[config.mk]
export PLATFORM = sky130hd
export DESIGN_NAME = wait_stop_arbiter
export DESIGN_NICKNAME = d
export VERILOG_FILES = /design/src/rtl/wait_stop_pkg.sv /design/src/rtl/ws_fall_det.sv /design/src/rtl/ws_prio_pick.sv /design/src/rtl/ws_seq_fsm.sv /design/src/rtl/wait_stop_arbiter.sv
export SDC_FILE = /design/constraint.sdc
export NUM_CORES = 1
export LEC_CHECK = 0
export BUFFER_PORTS_ARGS = -buffer_cell sky130_fd_sc_hd__buf_2
export CAP_MARGIN = 25
export CORE_AREA = 8 8 63 65
export CTS_CLUSTER_SIZE = 25
export DETAILED_ROUTE_END_ITERATION = 8
export DIE_AREA = 0 0 71 73
export SYNTH_ARGS = -nofsm -noshare
export SYNTH_HDL_FRONTEND = slang
export SYNTH_SLANG_ARGS = --single-unit
[constraint.sdc]
create_clock -name clk -period 2.1 [get_ports clk]
set_input_delay 0.315 -clock clk [delete_from_list [all_inputs] [get_ports clk]]
set_output_delay 0.315 -clock clk [all_outputs]
set_load 0.02 [all_outputs]
[src/rtl/wait_stop_pkg.sv]
package wait_stop_pkg;

    typedef enum logic [1:0] {
        ST_RUN  = 2'd0,
        ST_WAIT = 2'd1,
        ST_STOP = 2'd2
    } ws_state_e;

    localparam int unsigned SRC_NUM = 4;
    localparam int unsigned SRC_W   = $clog2(SRC_NUM);

    typedef logic [SRC_W-1:0] vec_code_t;

    // request index equals vector code; lower index has priority
    localparam vec_code_t VEC_RESET = 2'd0;
    localparam vec_code_t VEC_ABORT = 2'd1;
    localparam vec_code_t VEC_NMI   = 2'd2;
    localparam vec_code_t VEC_IRQ   = 2'd3;

    typedef struct packed {
        ws_state_e state;
        logic      abort_seen;
        logic      nmi_pend;
        logic      vec_valid;
        vec_code_t vec_sel;
        logic      resume;
        logic      ret_wai;
    } ws_regs_t;

endpackage

[src/rtl/ws_fall_det.sv]
module ws_fall_det #(
    parameter int unsigned W = 2
) (
    input  logic         clk,
    input  logic         rst_ni,
    input  logic [W-1:0] lvl_n,
    output logic [W-1:0] fell
);
    logic [W-1:0] prev_d, prev_q;

    always_comb begin
        prev_d = lvl_n;
    end

    always_ff @(posedge clk or negedge rst_ni) begin
        if (!rst_ni) prev_q <= '1;
        else         prev_q <= prev_d;
    end

    assign fell = prev_q & ~lvl_n;

endmodule

[src/rtl/ws_prio_pick.sv]
module ws_prio_pick #(
    parameter int unsigned N  = 4,
    localparam int unsigned CW = (N > 1) ? $clog2(N) : 1
) (
    input  logic [N-1:0]  req,
    output logic          any,
    output logic [CW-1:0] idx
);
    always_comb begin
        any = |req;
        idx = '0;
        for (int i = N - 1; i >= 0; i--) begin
            if (req[i]) idx = CW'(i);
        end
    end

    // the chosen index is requested and nothing below it is
    always_comb begin
        if (any) begin
            pick_hit_chk: assert (req[idx] && ((req & ((N'(1) << idx) - N'(1))) == '0));
        end
    end

endmodule

[src/rtl/ws_seq_fsm.sv]
module ws_seq_fsm
    import wait_stop_pkg::*;
(
    input  logic              clk,
    input  logic              rst_ni,
    input  logic              rst_line_n,
    input  logic              abort_n,
    input  logic              irq_n,
    input  logic              irq_mask,
    input  logic              wai_exec,
    input  logic              stp_exec,
    input  logic              rst_fell,
    input  logic              nmi_fell,
    input  logic              pick_any,
    input  vec_code_t         pick_idx,
    output logic [SRC_NUM-1:0] req,
    output logic              rdy,
    output logic              core_clk_en,
    output logic              resume_next,
    output logic              vec_valid,
    output vec_code_t         vec_sel,
    output logic              ret_to_wai
);
    ws_regs_t r_d, r_q;
    logic     nmi_req;

    always_comb begin
        nmi_req            = r_q.nmi_pend | nmi_fell;
        req                = '0;
        req[VEC_RESET]     = ~rst_line_n;
        req[VEC_ABORT]     = ~abort_n & ~r_q.abort_seen;
        req[VEC_NMI]       = nmi_req;
        req[VEC_IRQ]       = ~irq_n;

        r_d           = r_q;
        r_d.vec_valid = 1'b0;
        r_d.resume    = 1'b0;
        r_d.ret_wai   = 1'b0;

        unique case (r_q.state)
            ST_RUN: begin
                if (nmi_fell) r_d.nmi_pend = 1'b1;
                if (stp_exec) begin
                    r_d.state = ST_STOP;
                end else if (wai_exec) begin
                    r_d.state      = ST_WAIT;
                    r_d.abort_seen = 1'b0;
                end
            end
            ST_WAIT: begin
                if (pick_any) begin
                    unique case (pick_idx)
                        VEC_RESET: begin
                            r_d.state      = ST_RUN;
                            r_d.vec_valid  = 1'b1;
                            r_d.vec_sel    = VEC_RESET;
                            r_d.nmi_pend   = 1'b0;
                            r_d.abort_seen = 1'b0;
                        end
                        VEC_ABORT: begin
                            r_d.vec_valid  = 1'b1;
                            r_d.vec_sel    = VEC_ABORT;
                            r_d.abort_seen = 1'b1;
                            r_d.nmi_pend   = nmi_req;
                        end
                        VEC_NMI: begin
                            r_d.state      = ST_RUN;
                            r_d.vec_valid  = 1'b1;
                            r_d.vec_sel    = VEC_NMI;
                            r_d.nmi_pend   = 1'b0;
                            r_d.ret_wai    = r_q.abort_seen;
                            r_d.abort_seen = 1'b0;
                        end
                        default: begin
                            r_d.state      = ST_RUN;
                            if (irq_mask) begin
                                r_d.resume    = 1'b1;
                            end else begin
                                r_d.vec_valid = 1'b1;
                                r_d.vec_sel   = VEC_IRQ;
                            end
                            r_d.ret_wai    = r_q.abort_seen;
                            r_d.abort_seen = 1'b0;
                        end
                    endcase
                end
            end
            ST_STOP: begin
                if (rst_fell) begin
                    r_d.state      = ST_RUN;
                    r_d.vec_valid  = 1'b1;
                    r_d.vec_sel    = VEC_RESET;
                    r_d.nmi_pend   = 1'b0;
                    r_d.abort_seen = 1'b0;
                end
            end
            default: r_d.state = ST_RUN;
        endcase
    end

    always_ff @(posedge clk or negedge rst_ni) begin
        if (!rst_ni) begin
            r_q <= '{state: ST_RUN, abort_seen: 1'b0, nmi_pend: 1'b0, vec_valid: 1'b0,
                     vec_sel: VEC_RESET, resume: 1'b0, ret_wai: 1'b0};
        end else begin
            r_q <= r_d;
        end
    end

    assign rdy         = (r_q.state != ST_WAIT);
    assign core_clk_en = (r_q.state != ST_STOP);
    assign resume_next = r_q.resume;
    assign vec_valid   = r_q.vec_valid;
    assign vec_sel     = r_q.vec_sel;
    assign ret_to_wai  = r_q.ret_wai;


    wai_enter_chk: assert property (@(posedge clk) disable iff (!rst_ni)
        (r_q.state == ST_RUN && wai_exec && !stp_exec) |=> !rdy);


    rst_wake_chk: assert property (@(posedge clk) disable iff (!rst_ni)
        (r_q.state == ST_WAIT && !rst_line_n) |=> (rdy && vec_valid && vec_sel == VEC_RESET));


    pulse_excl_chk: assert property (@(posedge clk) disable iff (!rst_ni)
        !(resume_next && vec_valid));


    clk_gate_chk: assert property (@(posedge clk) disable iff (!rst_ni)
        (r_q.state == ST_RUN && stp_exec) |=> (!core_clk_en && rdy));


    stop_hold_chk: assert property (@(posedge clk) disable iff (!rst_ni)
        (r_q.state == ST_STOP && !rst_fell) |=> !core_clk_en);


    ret_pair_chk: assert property (@(posedge clk) disable iff (!rst_ni)
        ret_to_wai |-> (resume_next || vec_valid));


    abort_stay_chk: assert property (@(posedge clk) disable iff (!rst_ni)
        (r_q.state == ST_WAIT && rst_line_n && !abort_n && !r_q.abort_seen)
        |=> (!rdy && vec_valid && vec_sel == VEC_ABORT));

endmodule

[src/rtl/wait_stop_arbiter.sv]
module wait_stop_arbiter
    import wait_stop_pkg::*;
(
    input  logic       clk,
    input  logic       rst_ni,
    input  logic       rst_line_n,
    input  logic       abort_n,
    input  logic       nmi_n,
    input  logic       irq_n,
    input  logic       irq_mask,
    input  logic       wai_exec,
    input  logic       stp_exec,
    output logic       rdy,
    output logic       core_clk_en,
    output logic       resume_next,
    output logic       vec_valid,
    output logic [1:0] vec_sel,
    output logic       ret_to_wai
);
    localparam int unsigned EDGE_N = 2;

    logic [EDGE_N-1:0]  fell;
    logic [SRC_NUM-1:0] req;
    logic               pick_any;
    vec_code_t          pick_idx;
    vec_code_t          sel;

    ws_fall_det #(.W(EDGE_N)) u_edges (
        .clk    (clk),
        .rst_ni (rst_ni),
        .lvl_n  ({nmi_n, rst_line_n}),
        .fell   (fell)
    );

    ws_prio_pick #(.N(SRC_NUM)) u_pick (
        .req (req),
        .any (pick_any),
        .idx (pick_idx)
    );

    ws_seq_fsm u_fsm (
        .clk         (clk),
        .rst_ni      (rst_ni),
        .rst_line_n  (rst_line_n),
        .abort_n     (abort_n),
        .irq_n       (irq_n),
        .irq_mask    (irq_mask),
        .wai_exec    (wai_exec),
        .stp_exec    (stp_exec),
        .rst_fell    (fell[0]),
        .nmi_fell    (fell[1]),
        .pick_any    (pick_any),
        .pick_idx    (pick_idx),
        .req         (req),
        .rdy         (rdy),
        .core_clk_en (core_clk_en),
        .resume_next (resume_next),
        .vec_valid   (vec_valid),
        .vec_sel     (sel),
        .ret_to_wai  (ret_to_wai)
    );

    assign vec_sel = sel;

endmodule

==> flow_metrics.tcl, run 1 <==
set metrics [dict create \
    startpoint_type "register" \
    slowest_delay_ps 400 \
    crit_type "register to register" \
    core_area_mm2 0.00295 \
    dr.first_iter.drc_count 18 \
    critical_path.cell_chain "inv_1, ha_1, inv_1, or2_4, a22oi_2, mux2_1" \
    start_util_pct 23.9 \
    synth_flop_cell "dfrtp_1" \
    vias 568 \
    die_area_mm2 0.00518 \
    synth_common_cells "dfrtp_1, inv_1, nor2_1, ha_1, nand2_1" \
    synth_area_leaders "dfrtp_1, dfstp_2, ha_1" \
    cp_data_arrival_time_ps 1920 \
    cts_tree "done" \
    postLayoutSetupSlackWorst_ps 338 \
    clk-insertion-delay-late_ps 280 \
    comb_power_share_pct 49.0 \
    ir_worst_vdd_uv 228 \
    yosys.cell_count.top_type "dfrtp_1" \
    synth_warnings 0 \
    rsz0062_at_grt "false" \
    synth_edf_count 0 \
    synthDistinctLibCells 35 \
    synth_top_area_cell "dfrtp_1" \
    fin_crit_sh_pct 83.9 \
    grt_overflow_total 0 \
    cts.htree.levels 1 \
    grt_pass1_wl_um 2880 \
    fmax_mhz 568 \
    gp_congestion 0.813 \
    ant_nets 0 \
    drt_wl_total_um 1560 \
    wl_per_cell_um 13.1 \
    syn_to_final_growth_pct 19.5 \
    ctsResizeCount 0 \
    synthCells 68 \
    setup_tns_ps 0 \
    endpoint_kind "register" \
    switching_share_pct 41.4 \
    p_per_area_mw_per_mm2 1010 \
    fin_worst_skew_ps 12.2 \
    switchingPower_uw 354 \
    drc 0 \
    clk_pin_slew_ps 80 \
    synth.top_cell.area_share_pct 31.9 \
    clock_sinks 11 \
    power.total_uw 854 \
    avgSynthCellArea_um2 10.4 \
    post-route-util_pct 28.6 \
    ys_seq_elements 11 \
    dp.cells 114 \
    cpMostUsedCell "inv_1" \
    clock-root-buffer "clkbuf_4" \
    layout-drive-gt1-share_pct 37.2 \
    grt_max_degree 12 \
    synth_area_um2 706 \
    cp.required_ps 2260 \
    postCtsHoldBufs 1 \
    period_needed_ps 1760 \
    ios 16 \
    intPower_uw 501 \
    relSlewSlack_pct 80.3 \
    final_cells 119 \
    antenna_found_initial 0 \
    worstMarginPinSlew_ps 291 \
    clockBufferDepth 2 \
    p_leak_uw 0.000410 \
    synth_fp_nets 81 \
    hold_viol_final 0 \
    layout.filler_cells 318 \
    die_y_um 73 \
    diodes 0 \
    grt_usage_pct 6.84 \
    ys_seq_area_share_pct 39.4 \
    seq_power_share_pct 33.4 \
    status "completed" \
    via_per_inst 4.77 \
    grt_pass1_vias 615 \
    slew_viol_final 0 \
    min_path_type "input pin to register" \
    rows 20 \
    critical_path.max_fanout 4 \
    drtPass1Iterations 3 \
    cts_buffers 3 \
    drv_cap 0 \
    pwr-share-clk_pct 17.6 \
    place_hpwl_um 1300 \
    port_buffers 15 \
    postSynth.asyncResetShare_pct 100 \
    cts_setup_buffers 0 \
    place_ws_ps 362 \
    finalSetupViolations 0 \
    fin_nets 100 \
    slowest_stage "dfrtp_1" \
    dieWidth_um 71 \
]
routing by layer:
| metal | track usage, % | up-vias | wire length [um] |
|---|---|---|---|
| met5 | 0 | - | 0 |
| met4 | 2.77 | 0 | 12 |
| met3 | 3.43 | 2 | 123 |
| met2 | 11.2 | 17 | 752 |
| met1 | 7.33 | 268 | 674 |
| li1 | - | 281 | - |
path summary, 6_finish.rpt:
kind / startpoint / slack [ps] / cells after the start / end
setup / recovery: u_fsm.r_q[7] / 340 / 6 / u_fsm.vec_sel[0]
hold / removal: nmi_n / 150 / 1 / u_edges.prev_q[1]
setup reg to reg: u_fsm.r_q[7] / 340 / 6 / u_fsm.vec_sel[0]
hold reg to reg: u_fsm.vec_sel[0] / 480 / 1 / u_fsm.vec_sel[0]
max in group asynchronous: rst_ni / 1410 / 2 / u_edges.prev_q[1]
min in group asynchronous: rst_ni / 430 / 2 / u_fsm.r_q[6]
flip-flops by register name, summed over array words and instances (netlist names):
signal / count
u_edges.prev_q: 2
u_fsm.r_q: 4
u_fsm.resume_next: 1
u_fsm.ret_to_wai: 1
u_fsm.vec_sel: 2
u_fsm.vec_valid: 1
worst max-delay path: cells and delay by family (launching register included):
family / cells / cell delay [ps]
fa+ha+maj: 1 / 240
compound gates: 1 / 200
mux: 1 / 340
simple gates: 1 / 260
buf+inv: 2 / 190
flops: 1 / 400
power by group through the flow:
stage	clock network (uW)	registers, uW	logic, uW
after floorplan	0	291	310
after global placement	0	287	409
after detailed placement	0	289	418
after CTS	155	285	421
after global routing	162	292	467
final	151	285	419
stage by stage:
| stage | hold slack, ps | cell area (um2) |
|---|---|---|
| 4_1_cts | 145 | 843 |
| 5_1_grt | 141 | 843 |
| 6_report | 147 | 843 |
| 2_1_floorplan | 19.4 | 706 |
| 3_5_place_dp | 204 | 807 |
| 3_3_place_gp | 199 | 807 |
final cells by class:
cell class | instances | area, um2 | area share (%)
clock buffer | 4 | 26.3 | 3.12
timing repair buffer | 16 | 85.1 | 10.1
multi-input combinational | 50 | 394 | 46.7
inverter | 5 | 18.8 | 2.23
sequential | 11 | 278 | 32.9
tap | 33 | 41.3 | 4.90
cells by family after synthesis:
kind of cell | share of synthesized area, %
flops | 39.4
fa+ha+maj | 7.09
buf+inv | 4.79
mux | 5.32
compound gates | 16.5
simple gates | 27.0
cells in the final DEF (no fill, tap or decap):
| cell type | Yosys | final |
|---|---|---|
| clkbuf_1 | 0 | 1 |
| nor3_1 | 2 | 2 |
| mux2_4 | 1 | 1 |
| dfrtp_1 | 9 | 9 |
| a21oi_2 | 1 | 1 |
| a21oi_1 | 3 | 3 |
| o21ai_0 | 2 | 2 |
| a22oi_1 | 1 | 1 |
| a22oi_2 | 1 | 1 |
| clkbuf_4 | 0 | 3 |
| o211a_1 | 1 | 1 |
| a31oi_1 | 1 | 1 |
| or2_4 | 1 | 1 |
| nand2b_4 | 2 | 2 |
| nor2_1 | 5 | 5 |
| o311ai_1 | 1 | 1 |
| o22ai_1 | 2 | 2 |
| nand2b_1 | 2 | 2 |
| nor2b_2 | 2 | 2 |
| ha_1 | 4 | 4 |
| and4_1 | 1 | 1 |
| nor2_2 | 1 | 1 |
| and4_2 | 1 | 1 |
| nand3_1 | 1 | 1 |
| inv_1 | 5 | 5 |
| dfstp_2 | 2 | 2 |
| nor4_4 | 1 | 1 |
| buf_2 | 0 | 15 |
| and4b_1 | 1 | 1 |
| nand2_2 | 1 | 1 |
| or2_1 | 1 | 1 |
| dlygate4sd3_1 | 0 | 1 |
| o211ai_1 | 1 | 1 |
| o32a_1 | 1 | 1 |
| nand2_1 | 4 | 4 |
| o21a_1 | 1 | 1 |
| and2_1 | 1 | 1 |
| mux2_1 | 2 | 2 |
Power figures use the tool's default switching activity.
==> inputs of run 2 (changes only) <==
clock period = 1.61 ns   (was 2.1 ns; I/O delays follow)
==> run 2 against run 1 <==
Clock-buffer cell count did not move. Clock skew shrank 11 ps. Design area rose by 12%. Global-route usage rose by 0.38 points. Register-to-register slack worse by 310 ps. Setup slack got worse by 310 ps. Total power increased by 50%. Hold slack worse by 56 ps. Sequential cell count did not move. First-iteration DRC count up 89%. Sequential share of layout area fell by 3.3 points. Critical path depth stayed put. Largest power group unchanged.
==> flow_metrics.tcl, run 2 (synthesis gave the netlist of run 1 again) <==
set metrics [dict create \
    clk_pin_slew_ps 70 \
    fin_worst_skew_ps 0.760 \
    cts_tree "done" \
    postLayoutSetupSlackWorst_ps 23.1 \
    ir_worst_vdd_uv 292 \
    worstMarginPinSlew_ps 277 \
    grt_use_met2_pct 11.6 \
    min_path_type "input pin to register" \
    dr.first_iter.drc_count 34 \
    start_util_pct 23.9 \
    fin_nets 108 \
    drtPass1Iterations 4 \
    antenna_found_initial 0 \
    ant_nets 0 \
    grt_max_degree 12 \
    port_buffers 15 \
    rr_worst_depth 6 \
    holdPathEnd "u_edges.prev_q[1]" \
    grt_use_met3_pct 2.88 \
    wl_per_cell_um 13.2 \
    ios 16 \
    clockBufferDepth 2 \
    via_per_inst 4.87 \
    grt.met1_usage_pct 7.66 \
    die_y_um 73 \
    clock-root-buffer "clkbuf_4" \
    p_per_area_mw_per_mm2 1360 \
    cts.htree.levels 1 \
    drv_cap 0 \
    die_area_mm2 0.00518 \
    grt_pass1_vias 657 \
    grt_overflow_total 0 \
    period_needed_ps 1590 \
    fin_crit_sh_pct 98.6 \
    crit_type "register to register" \
    final_common_cell "buf_2" \
    reg2reg_to "u_fsm.vec_sel[0]" \
    layout.filler_cells 313 \
    clock_sinks 11 \
    largest_reg_flops 4 \
    post-route-util_pct 31.9 \
    dieWidth_um 71 \
    finalSetupViolations 0 \
    grt_pass1_wl_um 2900 \
    p_leak_uw 0.000446 \
    clk-insertion-delay-late_ps 260 \
    rsz0062_at_grt "true" \
    r2r_setup_slack_ps 20 \
    holdPathStages 1 \
    hp-start "nmi_n" \
    cp_data_arrival_time_ps 1740 \
    diodes 0 \
    rows 20 \
    place_ws_ps -33.6 \
    slew_viol_final 0 \
    endpoint_kind "register" \
    layout-drive-gt1-share_pct 50.0 \
    status "completed" \
    hold_viol_final 0 \
    power.total_uw 1280 \
    grt_usage_pct 7.22 \
    crit-reg2reg-launch "u_fsm.r_q[7]" \
    relSlewSlack_pct 81.5 \
    grt.busiest_layer "met2" \
    place_hpwl_um 1290 \
    fmax_mhz 630 \
    vias 619 \
    critical_path.max_fanout 3 \
    regMostFlops "u_fsm.r_q" \
    drt_wl_total_um 1670 \
    core_area_mm2 0.00295 \
    syn_to_final_growth_pct 33.3 \
    drc 0 \
    gp_congestion 0.767 \
    mostFrequentLayoutCells "buf_2, buf_4, dfrtp_1" \
    startpoint_type "register" \
    cts_buffers 3 \
    cp.required_ps 1760 \
]
## run 2: changes by cell type in the layout (fill, tap and decap cells not counted), sizes merged
cell,previous run,this run
buf,15,23
## run 2: routing by layer
metal,routed length [um],up-vias
li1,-,295
met1,763,301
met2,769,19
met3,97,4
met4,42,0
met5,0,-
## run 2: per-stage QoR
| step | hold WS, ps | std cells | cell area (um2) | setup TNS [ps] |
|---|---|---|---|---|
| after global placement | 122 | 119 | 847 | 0 |
| after detailed placement | 125 | 119 | 847 | -47.7 |
| after global routing | 76.8 | 127 | 941 | -53.6 |
| final | 91.7 | 127 | 941 | 0 |
| after CTS | 88.0 | 124 | 886 | 0 |
| after floorplan | -54.1 | 68 | 708 | 0 |
## run 2: how the worst max path moves through the flow
stage,start,endpoint,slack (ps),cells past startpoint
floorplan,u_fsm.r_q[7],u_fsm.vec_sel[0],5,6
global placement,u_fsm.r_q[8],u_fsm.r_q[6],10,5
detailed placement,u_fsm.r_q[8],u_fsm.r_q[6],-30,5
CTS,u_fsm.r_q[7],u_fsm.vec_sel[0],3,6
global route,u_fsm.r_q[7],u_fsm.vec_sel[0],-30,6
finish,u_fsm.r_q[7],u_fsm.vec_sel[0],20,6
## run 2: where the power goes
part / leakage (uW) / internal [uW] / switching (uW)
clock: 0.0000150 / 95.8 / 92.4
sequential: 0.000139 / 331 / 50.8
combinational: 0.000292 / 344 / 369
## run 2: critical path, cell delays in order, from the launching register on
cell and delay [ps]:
dfrtp_2 440, inv_2 100, ha_4 130, inv_2 40, or2_4 220, a22oi_2 220
mux2_4 320
## run 2: final cells by class
type                       count  area, um2  share of cell area [%]
timing repair buffer          24        145                    15.4
sequential                    11        279                    29.7
inverter                       5       18.8                    1.99
tap                           33       41.3                    4.39
clock buffer                   4       26.3                    2.79
multi-input combinational     50        430                    45.7
## run 2: repair_timing
item / 4_1_cts / 5_1_grt
setup endpoints to repair: 3 / 3
gates cloned: 0 / 0
gates resized for setup: 1 / 5
pin swaps: 0 / 3
setup buffers: 0 / 3
hold buffers: 1 / 0
hold endpoints to repair: 9 / 0
